### config.mk
export PLATFORM = sky130hd
export DESIGN_NAME = tod_clock_core
export DESIGN_NICKNAME = d
export VERILOG_FILES = /design/src/rtl/tod_pkg.sv /design/src/rtl/tod_reset_sync.sv /design/src/rtl/tod_prescaler.sv /design/src/rtl/tod_digit.sv /design/src/rtl/tod_clock_core.sv
export SDC_FILE = /design/constraint.sdc
export NUM_CORES = 1
export LEC_CHECK = 0
export BUFFER_PORTS_ARGS = -buffer_cell sky130_fd_sc_hd__buf_2
export CAP_MARGIN = 0
export CORE_UTILIZATION = 51
export CTS_CLUSTER_SIZE = 40
export DETAILED_ROUTE_END_ITERATION = 12
export PLACE_DENSITY = 0.75
export SYNTH_ARGS = -nofsm -noshare
export SYNTH_HDL_FRONTEND = slang
export SYNTH_SLANG_ARGS = --single-unit
### constraint.sdc
create_clock -name clk_i -period 2 [get_ports clk_i]
set_input_delay 0.4 -clock clk_i [delete_from_list [all_inputs] [get_ports clk_i]]
set_output_delay 0.4 -clock clk_i [all_outputs]
set_load 0.02 [all_outputs]
### src/rtl/tod_pkg.sv
package tod_pkg;

  localparam int unsigned DIGIT_W    = 4;
  localparam int unsigned NUM_DIGITS = 6;

  typedef logic [DIGIT_W-1:0] bcd_t;

  // Highest value each digit can hold, lowest digit first:
  // sec units, sec tens, min units, min tens, hr units, hr tens.
  function automatic int unsigned digit_max(input int unsigned idx);
    case (idx)
      0, 2, 4: digit_max = 9;
      1, 3:    digit_max = 5;
      default: digit_max = 2;
    endcase
  endfunction

endpackage

### src/rtl/tod_reset_sync.sv
module tod_reset_sync (
  input  logic clk_i,
  input  logic rst_ni,
  output logic rst_no
);

  logic meta_q;
  logic sync_q;

  always_ff @(posedge clk_i or negedge rst_ni) begin
    if (!rst_ni) begin
      meta_q <= 1'b0;
      sync_q <= 1'b0;
    end else begin
      meta_q <= 1'b1;
      sync_q <= meta_q;
    end
  end

  assign rst_no = sync_q;

endmodule

### src/rtl/tod_prescaler.sv
module tod_prescaler #(
  parameter int unsigned DIV = 32768
) (
  input  logic clk_i,
  input  logic rst_ni,
  input  logic bypass_i,
  output logic tick_o
);

  localparam int unsigned CW   = (DIV > 2) ? $clog2(DIV) : 1;
  localparam logic [CW-1:0] LAST = CW'(DIV - 1);

  logic [CW-1:0] cnt_q;
  logic [CW-1:0] cnt_d;
  logic          at_last;

  assign at_last = (cnt_q == LAST);

  always_comb begin
    if (at_last) begin
      cnt_d = '0;
    end else begin
      cnt_d = cnt_q + CW'(1);
    end
  end

  always_ff @(posedge clk_i or negedge rst_ni) begin
    if (!rst_ni) begin
      cnt_q <= '0;
    end else begin
      cnt_q <= cnt_d;
    end
  end

  assign tick_o = bypass_i | at_last;

  AST_PRESC_RANGE: assert property (@(posedge clk_i) disable iff (!rst_ni)
    cnt_q <= LAST);
  AST_PRESC_WRAP: assert property (@(posedge clk_i) disable iff (!rst_ni)
    (cnt_q == LAST) |=> (cnt_q == '0));
  AST_PRESC_STEP: assert property (@(posedge clk_i) disable iff (!rst_ni)
    (cnt_q != LAST) |=> (cnt_q == CW'($past(cnt_q) + CW'(1))));

endmodule

### src/rtl/tod_digit.sv
module tod_digit
  import tod_pkg::*;
#(
  parameter int unsigned MAXV = 9
) (
  input  logic clk_i,
  input  logic rst_ni,
  input  logic en_i,
  input  bcd_t lim_i,
  output bcd_t q_o,
  output logic wrap_o
);

  bcd_t q_q;
  bcd_t q_d;
  logic at_lim;

  assign at_lim = (q_q == lim_i);

  always_comb begin
    q_d = q_q;
    if (en_i) begin
      if (at_lim) begin
        q_d = '0;
      end else begin
        q_d = q_q + bcd_t'(1);
      end
    end
  end

  always_ff @(posedge clk_i or negedge rst_ni) begin
    if (!rst_ni) begin
      q_q <= '0;
    end else begin
      q_q <= q_d;
    end
  end

  assign q_o    = q_q;
  assign wrap_o = en_i & at_lim;

  AST_DIGIT_MAX: assert property (@(posedge clk_i) disable iff (!rst_ni)
    q_q <= bcd_t'(MAXV));
  AST_DIGIT_WRAP: assert property (@(posedge clk_i) disable iff (!rst_ni)
    (en_i && q_q == lim_i) |=> (q_q == '0));
  AST_DIGIT_STEP: assert property (@(posedge clk_i) disable iff (!rst_ni)
    (en_i && q_q != lim_i) |=> (q_q == bcd_t'($past(q_q) + bcd_t'(1))));
  AST_DIGIT_HOLD: assert property (@(posedge clk_i) disable iff (!rst_ni)
    !en_i |=> $stable(q_q));

endmodule

### src/rtl/tod_clock_core.sv
module tod_clock_core
  import tod_pkg::*;
#(
  parameter int unsigned PRESCALE = 32768
) (
  input  logic       clk_i,
  input  logic       rst_ni,
  input  logic       tick_bypass_i,
  output logic       tick_o,
  output logic [3:0] sec_units_o,
  output logic [3:0] sec_tens_o,
  output logic [3:0] min_units_o,
  output logic [3:0] min_tens_o,
  output logic [3:0] hr_units_o,
  output logic [3:0] hr_tens_o
);

  logic rst_sync_n;
  logic sec_tick;
  bcd_t digit [NUM_DIGITS];
  logic [NUM_DIGITS:0] carry;
  bcd_t hr_units_lim;

  tod_reset_sync u_rst_sync (
    .clk_i  (clk_i),
    .rst_ni (rst_ni),
    .rst_no (rst_sync_n)
  );

  tod_prescaler #(
    .DIV (PRESCALE)
  ) u_prescaler (
    .clk_i    (clk_i),
    .rst_ni   (rst_sync_n),
    .bypass_i (tick_bypass_i),
    .tick_o   (sec_tick)
  );

  assign carry[0] = sec_tick;

  // Hours units wrap after 3 once the tens digit shows 2.
  assign hr_units_lim = (digit[5] == bcd_t'(2)) ? bcd_t'(3) : bcd_t'(9);

  for (genvar i = 0; i < NUM_DIGITS; i++) begin : g_digit
    localparam int unsigned MAXV = digit_max(i);
    bcd_t lim;
    if (i == 4) begin : g_hr_units
      assign lim = hr_units_lim;
    end else begin : g_fixed
      assign lim = bcd_t'(MAXV);
    end
    tod_digit #(
      .MAXV (MAXV)
    ) u_digit (
      .clk_i  (clk_i),
      .rst_ni (rst_sync_n),
      .en_i   (carry[i]),
      .lim_i  (lim),
      .q_o    (digit[i]),
      .wrap_o (carry[i+1])
    );
  end

  assign tick_o      = sec_tick;
  assign sec_units_o = digit[0];
  assign sec_tens_o  = digit[1];
  assign min_units_o = digit[2];
  assign min_tens_o  = digit[3];
  assign hr_units_o  = digit[4];
  assign hr_tens_o   = digit[5];

  AST_HOUR_RANGE: assert property (@(posedge clk_i) disable iff (!rst_sync_n)
    !(hr_tens_o == 4'd2 && hr_units_o > 4'd3));
  AST_DAY_ROLL: assert property (@(posedge clk_i) disable iff (!rst_sync_n)
    carry[NUM_DIGITS] |=> (sec_units_o == 4'd0 && sec_tens_o == 4'd0 &&
                           min_units_o == 4'd0 && min_tens_o == 4'd0 &&
                           hr_units_o == 4'd0 && hr_tens_o == 4'd0));
  AST_SEC_TENS_ADV: assert property (@(posedge clk_i) disable iff (!rst_sync_n)
    (sec_tick && sec_units_o != 4'd9) |=> $stable(sec_tens_o));
  AST_BYPASS_ADV: assert property (@(posedge clk_i) disable iff (!rst_sync_n)
    tick_bypass_i |=> (sec_units_o != $past(sec_units_o)));
  AST_MIN_ADV: assert property (@(posedge clk_i) disable iff (!rst_sync_n)
    !(sec_tick && sec_units_o == 4'd9 && sec_tens_o == 4'd5) |=> $stable(min_units_o));

endmodule

==> results of run 1 <==
## final cells by class
cell class,count,area [um^2]
timing repair buffer,52,332
multi-input combinational,143,1020
sequential,41,1030
tap,48,60.1
clock buffer,7,86.3
inverter,6,22.5
fill,299,1170
## through the flow
step | TNS (ns) | setup WS [ns] | utilization | power, mW | hold WS [ns]
2_1_floorplan | 0 | 0.0219 | - | 1.20 | 0.104
3_3_place_gp | 0 | 0.0775 | 0.630 | 1.33 | 0.186
3_5_place_dp | 0 | 0.0395 | 0.630 | 1.34 | 0.187
5_1_grt | -0.274 | -0.125 | 0.684 | 1.98 | 0.365
6_report | -0.0831 | -0.0831 | 0.684 | 1.88 | 0.293
4_1_cts | -0.0908 | -0.0908 | 0.675 | 1.89 | 0.322
## final timing paths
path,start,to,slack (ns),cells after the start
hold / removal,u_rst_sync.rst_no,g_digit[1].u_digit.q_o[1],0.29,1
hold reg to reg,u_rst_sync.rst_no,g_digit[1].u_digit.q_o[1],0.29,1
min in group clk_i,u_rst_sync.meta_q,u_rst_sync.rst_no,0.36,0
max in group asynchronous,u_rst_sync.rst_no,g_digit[4].u_digit.q_o[0],1.36,1
setup / recovery,u_prescaler.cnt_q[0],tick_o,-0.08,7
setup reg to reg,u_prescaler.cnt_q[0],g_digit[1].u_digit.q_o[0],0.04,8
## repair_timing
item,CTS,global route
cloned,0,0
hold buffers,1,0
resized for setup,8,7
endpoints found under the hold margin,2,0
setup endpoints to repair,1,8
pin swaps,3,3
setup buffers,5,0
## flip-flops by register name, summed over array words and instances (netlist names)
register,flops
g_digit.u_digit.q_o,24
u_prescaler.cnt_q,15
u_rst_sync.meta_q,1
u_rst_sync.rst_no,1
## kinds of logic (layout without fill, tap and decap cells)
group                    count (synthesis)  in the layout  share of synthesized area
adder cells (fa/ha/maj)                  2              2                     0.0124
other                                    1              1                    0.00186
AND/OR/NAND/NOR                         85             85                      0.244
multiplexers                             4              4                     0.0217
XOR/XNOR                                23             23                     0.0999
flip-flops                              41             41                      0.509
AO/OA/AOI/OAI                           28             28                     0.0906
buffers and inverters                    9             65                     0.0205
## Yosys cell counts (3+ instances only)
master / instances / area share
dfrtp_1: 41 / 0.51
nor2b_1: 3 / 0.0093
xnor2_1: 11 / 0.048
mux2_2: 3 / 0.017
nand2_1: 15 / 0.028
and3_1: 3 / 0.0093
nor2_1: 21 / 0.039
xor2_1: 12 / 0.052
o21ai_0: 14 / 0.035
inv_1: 6 / 0.011
nand3_1: 9 / 0.022
or4_1: 5 / 0.019
nand4_1: 4 / 0.012
o211ai_1: 3 / 0.011
nand2b_1: 4 / 0.012
## worst max-delay path, delay by kind of cell, from the launching register on
kind / cells / cell delay [ns]
adders and majority gates: 1 / 0.21
and+or+nand+nor: 5 / 0.66
buffers and inverters: 1 / 0.13
DFF: 1 / 0.39
## metal layers
layer	vias up	track usage	share of wire
met4	0	0.0750	0.019
met5	-	0	0
met3	8	0.0493	0.043
met1	752	0.246	0.44
met2	35	0.367	0.50
li1	795	-	-
## power breakdown
part,leakage [nW],internal (mW),switching (mW)
Clock,0.0443,0.274,0.268
Sequential,0.532,0.893,0.0674
Combinational,0.640,0.164,0.216
==> metrics.txt, run 1 <==
status=finished with violations; violated checks=negative setup slack; Placer Congestion=just under 0.8; Skew-Pair Late Insertion Delay=0.29 ns; clock transition at the registers of the reported paths=0.08 ns; per-cell routed wire length=13.3 um; Die Width=64.9 um; area post-placement=2340 um^2; crit path max-delay cell type=dfrtp_1; max-cap check violation count=0; synthesized cell area=2020 um^2; Lkg Pwr=1.22 nW; CP max stage delay=0.39 ns; overall global routing resource usage=0.209; worst setup margin=-0.0831 ns; number of flops mapped to enable cells by yosys=0; syn_nets=198; DRC errors left=0; Final ANT Viol Nets=0; fin crit share=1.04; Top FF cell, synth=dfrtp_1; Layout Cells excl Fill=297; minimum clock period=2.08 ns; clk buf depth=2; CP Launch Type=flop; io pins=28; Seq/Total Area, Yosys=0.509; share of cells above drive strength 1=0.297; Worst EP arrival=between 1.5 and 2 ns; crit-path cells=ha_2, nand3_4, nor2_4, and3_4, and2_4, or2_4, buf_6; Vert. Die Dim=64.9 um; row count=22; asr flop ratio synth=1.00; DIE AREA=between 4000 and 5000 um^2; final setup fails=1; CTS sink count=41; DRT iter0 DRCs=128; post-route cell area=between 2000 and 3000 um^2; Initial DRT Pass Iterations=4; Syn Inst Count=193; nets=around 250; vias in the first global route=~1500; core area=around 3700 um^2; first-pass GRT wire length=6640 um; Setup Skew=0.00945 ns; Yosys warning total=0; Unique masters post-synth=45; PortBufs=27; Initial Util=0.542; crit-path max FO=2; H-tree Lvls=2; most frequent cells in the layout=dfrtp_1, buf_2, buf_4, nor2_1, nand2_1; DP Cell Count=~280; vias=1590; aggregate routed wire length=slightly below 4000 um; Area growth syn-to-layout=26.1%; Num CTS Buffers=5; hpwl dp=approximately 2700 um; worst vdd ir=0.454 mV; RSZ-0062 raised after global routing=true; largest net degree at the start of global routing=40; PD cells=740 nW/um^2; most common cell after layout, fill and taps aside=dfrtp_1; worst min-delay path category=flop to asynchronous set/reset pin; final hold vios=0; Max Clock Freq=0.480 GHz; Antenna Diode Count=0; Critical Path RT=1.60 ns; vias per cell=around 5.4; initial antenna violation count=0; max-slew violations=0; Seq cells post-synth=41; Syn Area/Cell=10.4 um^2; Crit. End Element=primary output; CTS root buffer=clkbuf_8; remaining global-route overflow=0; CTS tree=built; WS Path Type=flop to primary output
No activity file was read; power rests on OpenSTA's default activity.
==> run 2, diff against run 1 <==
--- a/config.mk
+++ b/config.mk
@@ -7,10 +7,10 @@
 export LEC_CHECK = 0
 export BUFFER_PORTS_ARGS = -buffer_cell sky130_fd_sc_hd__buf_2
 export CAP_MARGIN = 0
-export CORE_UTILIZATION = 51
+export CORE_UTILIZATION = 56
 export CTS_CLUSTER_SIZE = 40
 export DETAILED_ROUTE_END_ITERATION = 12
-export PLACE_DENSITY = 0.75
+export PLACE_DENSITY = 0.78
 export SYNTH_ARGS = -nofsm -noshare
 export SYNTH_HDL_FRONTEND = slang
 export SYNTH_SLANG_ARGS = --single-unit
==> constraint.sdc (replaced) <==
create_clock -name clk_i -period 2.3 [get_ports clk_i]
set_input_delay 0.46 -clock clk_i [delete_from_list [all_inputs] [get_ports clk_i]]
set_output_delay 0.46 -clock clk_i [all_outputs]
set_load 0.02 [all_outputs]
==> run 2 against run 1 <==
Net effect: the flow now finishes without violations; sequential share of layout area up 3.2 points; first-iteration DRC count down 36%; via count down 1.6%; register-to-register slack better by 0.12 ns; wire length down 1.1%; count of clock-buffer cells in the layout unchanged; flip-flop and latch count unchanged; non-clock buffer count down 16; combinational power down 30%; largest power group unchanged.
==> metrics.txt, run 2 (synthesis gave the netlist of run 1 again) <==
Crit path buffers/inverters=1 (unchanged); Area growth syn-to-layout=17.1% (was 26.1%); Critical Path RT=1.84 ns (was 1.60 ns); aggregate routed wire length=3920 um (was 3960 um); clock transition at the registers of the reported paths=0.11 ns (was 0.08 ns); WS Path Type=flop to primary output (unchanged); RSZ-0062 raised after global routing=false (was true); most frequent cells in the layout=dfrtp_1, buf_2, nor2_1, nand2_1, o21ai_0 (was dfrtp_1, buf_2, buf_4, nor2_1, nand2_1); fin crit share=0.961; final hold vios=0 (unchanged); Num CTS Buffers=5 (unchanged); PortBufs=27 (unchanged); CTS root buffer=clkbuf_4 (was clkbuf_8); Vert. Die Dim=62.0 um (was 64.9 um); Max Clock Freq=0.452 GHz; Antenna Diode Count=0 (unchanged); CTS sink count=41 (unchanged); worst vdd ir=0.567 mV (was 0.454 mV); vias in the first global route=1369 (was 1496); io pins=28 (unchanged); Die Width=62.0 um (was 64.9 um); most common cell after layout, fill and taps aside=dfrtp_1 (unchanged); max reg flops=24 (unchanged); Worst Tran Pin Value=0.541 ns; Lkg Pwr=1.11 nW (was 1.22 nW); Placer Congestion=0.842 (was 0.775); largest net degree at the start of global routing=40 (unchanged); initial antenna violation count=0 (unchanged); per-cell routed wire length=14.0 um (was 13.3 um); Hold Worst Slack=0.291 ns (was 0.293 ns); Worst EP arrival=1.75 ns (was 1.68 ns); hpwl dp=2770 um (was 2670 um); Final ANT Viol Nets=0 (unchanged); Setup Skew=0.00417 ns (was 0.00945 ns); DRC errors left=0 (unchanged); CP Launch Type=flop (unchanged); remaining global-route overflow=0 (unchanged); max-slew violations=0 (unchanged); vias per cell=5.61 (was 5.35); DIE AREA=3840 um^2 (was 4210 um^2); clk buf depth=2 (unchanged); nets=238 (was 254); final setup fails=0 (was 1); max-cap check violation count=0 (unchanged); H-tree Lvls=2 (unchanged); Initial DRT Pass Iterations=4 (unchanged); crit-path max FO=3 (was 2); overall global routing resource usage=0.221 (was 0.209); row count=21 (was 22); worst min-delay path category=flop to asynchronous set/reset pin (unchanged); core area=3390 um^2 (was 3720 um^2); Crit. End Element=primary output (unchanged); PD cells=623 nW/um^2 (was 740 nW/um^2); vias=1564 (was 1590); top cell family by delay on the critical path=simple AND/OR/NAND/NOR gates (unchanged); share of cells above drive strength 1=0.240 (was 0.297); CTS tree=built (unchanged); DRT iter0 DRCs=82 (was 128); CP max stage delay=0.40 ns (was 0.39 ns); Initial Util=0.595 (was 0.542); Slew headroom=0.634; crit path max-delay cell type=dfrtp_1 (unchanged); Skew-Pair Late Insertion Delay=0.33 ns (was 0.29 ns); setup TNS=0 ns (was -0.0831 ns); minimum clock period=2.21 ns; first-pass GRT wire length=6090 um (was 6640 um); crit-path cells=ha_2, nand3_2, nor2_4, and3_4, and2_1, or2_4, buf_6 (was ha_2, nand3_4, nor2_4, and3_4, and2_4, or2_4, buf_6); status=completed (was finished with violations)
[run 2: final timing paths]
kind	from	end	slack, ns	cells after the start
max	u_prescaler.cnt_q[1]	tick_o	0.09	7
min	u_rst_sync.rst_no	g_digit[4].u_digit.q_o[3]	0.29	1
max reg2reg	u_prescaler.cnt_q[1]	g_digit[3].u_digit.q_o[3]	0.16	7
min reg2reg	u_rst_sync.rst_no	g_digit[4].u_digit.q_o[3]	0.29	1
max in group asynchronous	u_rst_sync.rst_no	u_prescaler.cnt_q[4]	1.64	1
min in group clk_i	u_rst_sync.meta_q	u_rst_sync.rst_no	0.37	0
[run 2: worst reg2reg max path, delay by kind of cell (launching register included)]
kind	cells	cell delay [ns]
AND/OR/NAND/NOR	3	0.92
flip-flops	1	0.37
AO/OA/AOI/OAI	1	0.21
adder cells (fa/ha/maj)	1	0.20
buffers and inverters	1	0.18
XOR/XNOR	1	0.15
[run 2: layout make-up]
cell class | count | area, um^2
clock buffer | 7 | 55.1
timing repair buffer | 36 | 211
tap | 46 | 57.6
sequential | 41 | 1030
inverter | 6 | 22.5
multi-input combinational | 143 | 986
fill | 277 | 1030
[run 2: what timing repair did]
| item | in CTS | in global routing |
|---|---|---|
| pin swaps | 2 | 1 |
| hold buffers | 1 | 0 |
| gates resized for setup | 5 | 6 |
| buffers inserted | 3 | 0 |
| hold endpoints to repair | 2 | 0 |
| setup endpoints to repair | 1 | 2 |
| gates cloned | 0 | 0 |
[run 2: metrics by stage]
stage,instances,cell area (um^2),utilization,setup slack [ns],power [mW]
floorplan,193,2020,-,0.0902,1.04
global placement,268,2230,0.657,0.149,1.12
detailed placement,268,2230,0.657,0.0754,1.13
CTS,279,2330,0.688,0.0189,1.48
global route,279,2360,0.696,0.00837,1.54
finish,279,2360,0.696,0.0898,1.47
[run 2: per-layer routing]
metal  up-vias  share of wire  GRT usage
met2        37           0.50      0.360
li1        760              -          -
met1       765           0.45      0.283
met5         -              0          0
met4         0         0.0079     0.0794
met3         2          0.043     0.0621
[run 2: where the power goes]
part	switching, mW	internal [mW]
clock network	0.207	0.144
registers	0.0773	0.776
logic	0.154	0.112
==> run 3, diff against run 2 <==
--- a/config.mk
+++ b/config.mk
@@ -5,12 +5,13 @@
 export SDC_FILE = /design/constraint.sdc
 export NUM_CORES = 1
 export LEC_CHECK = 0
+export ABC_AREA = 1
 export BUFFER_PORTS_ARGS = -buffer_cell sky130_fd_sc_hd__buf_2
 export CAP_MARGIN = 0
-export CORE_UTILIZATION = 56
+export CORE_UTILIZATION = 57
 export CTS_CLUSTER_SIZE = 40
 export DETAILED_ROUTE_END_ITERATION = 12
-export PLACE_DENSITY = 0.78
+export PLACE_DENSITY = 0.79
 export SYNTH_ARGS = -nofsm -noshare
 export SYNTH_HDL_FRONTEND = slang
 export SYNTH_SLANG_ARGS = --single-unit
==> run 3 against run 2 <==
Net effect: synthesized area increased by 4.1%; non-clock buffer count decreased by 7; die area increased by 2.2%; largest cell class unchanged; synthesized cell count increased by 21%; total power increased by 9.5%; final cell count increased by 14%; critical endpoint unchanged; clock skew decreased by 0.00090 ns; wire length decreased by 9.3%; core utilization decreased by 0.15 points; first-iteration DRC count increased by 37%; sequential power decreased by 1%; via count increased by 2.4%.
==> metrics.txt, run 3 <==
aggregate routed wire length=3560 um (was 3920 um); vias in the first global route=1473 (was 1369); Critical Path Source=u_prescaler.cnt_q[0] (was u_prescaler.cnt_q[1]); # fillers=293 (was 277); DIE AREA=3930 um^2 (was 3840 um^2); H-tree Lvls=2 (unchanged); Lkg Pwr=1.28 nW (was 1.11 nW); max-cap check violation count=0 (unchanged); share of cells above drive strength 1=0.203 (was 0.240); per-cell routed wire length=11.2 um (was 14.0 um); largest net degree at the start of global routing=40 (unchanged); Critical Path RT=1.84 ns (about the same); Area growth syn-to-layout=14.0% (was 17.1%); clk buf depth=2 (unchanged); worst vdd ir=0.528 mV (was 0.567 mV); status=completed (unchanged); syn_nets=239 (was 198); Yosys warning total=0 (unchanged); leading area contributor after synthesis=dfrtp_1 (unchanged); Worst EP arrival=1.59 ns (was 1.75 ns); post-CTS sizing=0 (was 5); CP Launch Type=flop (unchanged); DP Cell Count=308 (was 268); asr flop ratio synth=1.00 (unchanged); CTS sink count=41 (unchanged); Crit. End Element=primary output (unchanged); Power, Total=1.61 mW (was 1.47 mW); overall global routing resource usage=0.206 (was 0.221); max reg flops=24 (unchanged); Seq/Total Area, Yosys=0.489 (was 0.509); Seq cells post-synth=41 (unchanged); most frequent cells in the layout=nand2_1, dfrtp_1, inv_1, buf_2, nor2_1 (was dfrtp_1, buf_2, nor2_1, nand2_1, o21ai_0); setup TNS=0 ns (unchanged); vias=1602 (was 1564); RSZ-0062 raised after global routing=false (unchanged); core area=3440 um^2 (was 3390 um^2); reg2reg start=u_prescaler.cnt_q[0] (was u_prescaler.cnt_q[1]); io pins=28 (unchanged); Area contributors post-synth=dfrtp_1, nand2_1, xor2_1 (was dfrtp_1, xor2_1, xnor2_1); Levels on crit path=6 (was 7); Vert. Die Dim=62.7 um (was 62.0 um); DRC errors left=0 (unchanged); vias per cell=5.05 (was 5.61); crit path max-delay cell type=dfrtp_1 (unchanged); Layout Cells excl Fill=317 (was 279); fin crit share=0.893 (was 0.961); Placer Congestion=0.778 (was 0.842); Crit path buffers/inverters=1 (unchanged); Die Width=62.7 um (was 62.0 um); top cells by count, synth=dfrtp_1, nand2_1, inv_1 (was dfrtp_1, nor2_1, nand2_1); Setup crit end=tick_o (unchanged); Skew-Pair Late Insertion Delay=0.29 ns (was 0.33 ns); worst min-delay path category=flop to asynchronous set/reset pin (unchanged); first-pass GRT wire length=6310 um (was 6090 um); nets=275 (was 238); PortBufs=27 (unchanged); Antenna Diode Count=0 (unchanged); Initial DRT Pass Iterations=4 (unchanged); FF-to-FF path depth=10 (was 7); final hold vios=0 (unchanged); Initial Util=0.610 (was 0.595); CTS tree=built (unchanged); WS Path Type=flop to primary output (unchanged); Final ANT Viol Nets=0 (unchanged); CTS root buffer=clkbuf_8 (was clkbuf_4); Setup Skew=0.00326 ns (was 0.00417 ns); minimum clock period=2.05 ns (was 2.21 ns); remaining global-route overflow=0 (unchanged); Max Clock Freq=0.487 GHz (was 0.452 GHz); Top FF cell, synth=dfrtp_1 (unchanged); top cell family by delay on the critical path=simple AND/OR/NAND/NOR gates (unchanged); Util after Layout=0.695 (was 0.696); number of flops mapped to enable cells by yosys=0 (unchanged); top-area cell type share of the netlist area=0.489 (was 0.509); clock transition at the registers of the reported paths=0.07 ns (was 0.11 ns); PD cells=673 nW/um^2 (was 623 nW/um^2); initial antenna violation count=0 (unchanged); max-slew violations=0 (unchanged); DRT iter0 DRCs=112 (was 82); hpwl dp=2640 um (was 2770 um); synthesized cell area=2100 um^2 (was 2020 um^2); Unique masters post-synth=33 (was 45); Syn Area/Cell=8.97 um^2 (was 10.4 um^2); crit-path cells=ha_1, nand3_2, nor2_4, nand2_4, nand2_8, buf_2 (was ha_2, nand3_2, nor2_4, and3_4, and2_1, or2_4, buf_6); row count=21 (unchanged); CP max stage delay=0.37 ns (was 0.40 ns); Syn Inst Count=234 (was 193); crit-path max FO=10 (was 3); R2R Path End=g_digit[4].u_digit.q_o[3] (was g_digit[3].u_digit.q_o[3]); R2R setup slack=0.54 ns (was 0.16 ns); Num CTS Buffers=5 (unchanged); final setup fails=0 (unchanged)
run 3: cell count changes after synthesis, sizes merged, moves of 4 or more:
cell,before,now
inv,6,36
nor2,21,28
nand2b,4,0
or4,5,0
nand2,15,47
nor3,1,5
a21oi,1,6
xnor2,11,1
nand3,9,22
run 3: routing by layer:
layer	global-route usage	part of all wire	vias to the layer above
li1	-	-	818
met1	0.274	0.48	751
met2	0.325	0.47	26
met3	0.0493	0.032	7
met4	0.0785	0.014	0
met5	0	0	-
run 3: kinds of logic (layout without fill, tap and decap cells):
logic type	after synthesis	in the layout	synth area share
buf+inv	36	73	0.0644
simple gates	110	110	0.288
compound gates	28	28	0.0781
fa+ha+maj	2	2	0.0119
flops	41	41	0.489
other cells	1	1	0.00179
xor+xnor	16	16	0.0668
run 3: layout make-up:
type | instances | area, um^2 | share of cell area
clock inverters | 2 | 10.0 | 0.00419
repair buffers | 29 | 153 | 0.0638
clock buffers | 6 | 72.6 | 0.0304
well taps | 46 | 57.6 | 0.0241
inverters | 36 | 135 | 0.0565
flip-flops and latches | 41 | 1030 | 0.429
multi-input cells | 157 | 937 | 0.392
run 3: per-stage QoR:
stage / setup WS [ns] / hold slack, ns / cell area, um^2
2_1_floorplan: 0.654 / 0.164 / 2100
3_3_place_gp: 0.590 / 0.248 / 2300
3_5_place_dp: 0.534 / 0.247 / 2300
4_1_cts: 0.228 / 0.322 / 2390
5_1_grt: 0.150 / 0.355 / 2390
6_report: 0.247 / 0.297 / 2390
run 3: worst min-delay path by stage:
| stage | startpoint | to | slack (ns) | cells past startpoint |
|---|---|---|---|---|
| floorplan | rst_ni | u_rst_sync.meta_q | 0.16 | 0 |
| global placement | rst_ni | u_rst_sync.rst_no | 0.25 | 1 |
| detailed placement | rst_ni | u_rst_sync.rst_no | 0.25 | 1 |
| CTS | u_rst_sync.rst_no | g_digit[1].u_digit.q_o[0] | 0.32 | 1 |
| global route | u_rst_sync.rst_no | g_digit[1].u_digit.q_o[0] | 0.35 | 1 |
| finish | u_rst_sync.rst_no | g_digit[1].u_digit.q_o[0] | 0.30 | 1 |
run 3: report_power, final:
part           switching, mW  total [mW]  internal [mW]
combinational          0.223       0.329          0.107
sequential            0.0610       0.842          0.781
clock                  0.229       0.439          0.210
total                  0.512        1.61           1.10
run 3: what timing repair did:
action                    4_1_cts  5_1_grt
hold endpoints to repair        2        0
hold buffers                    1        0
setup buffers                   0        0
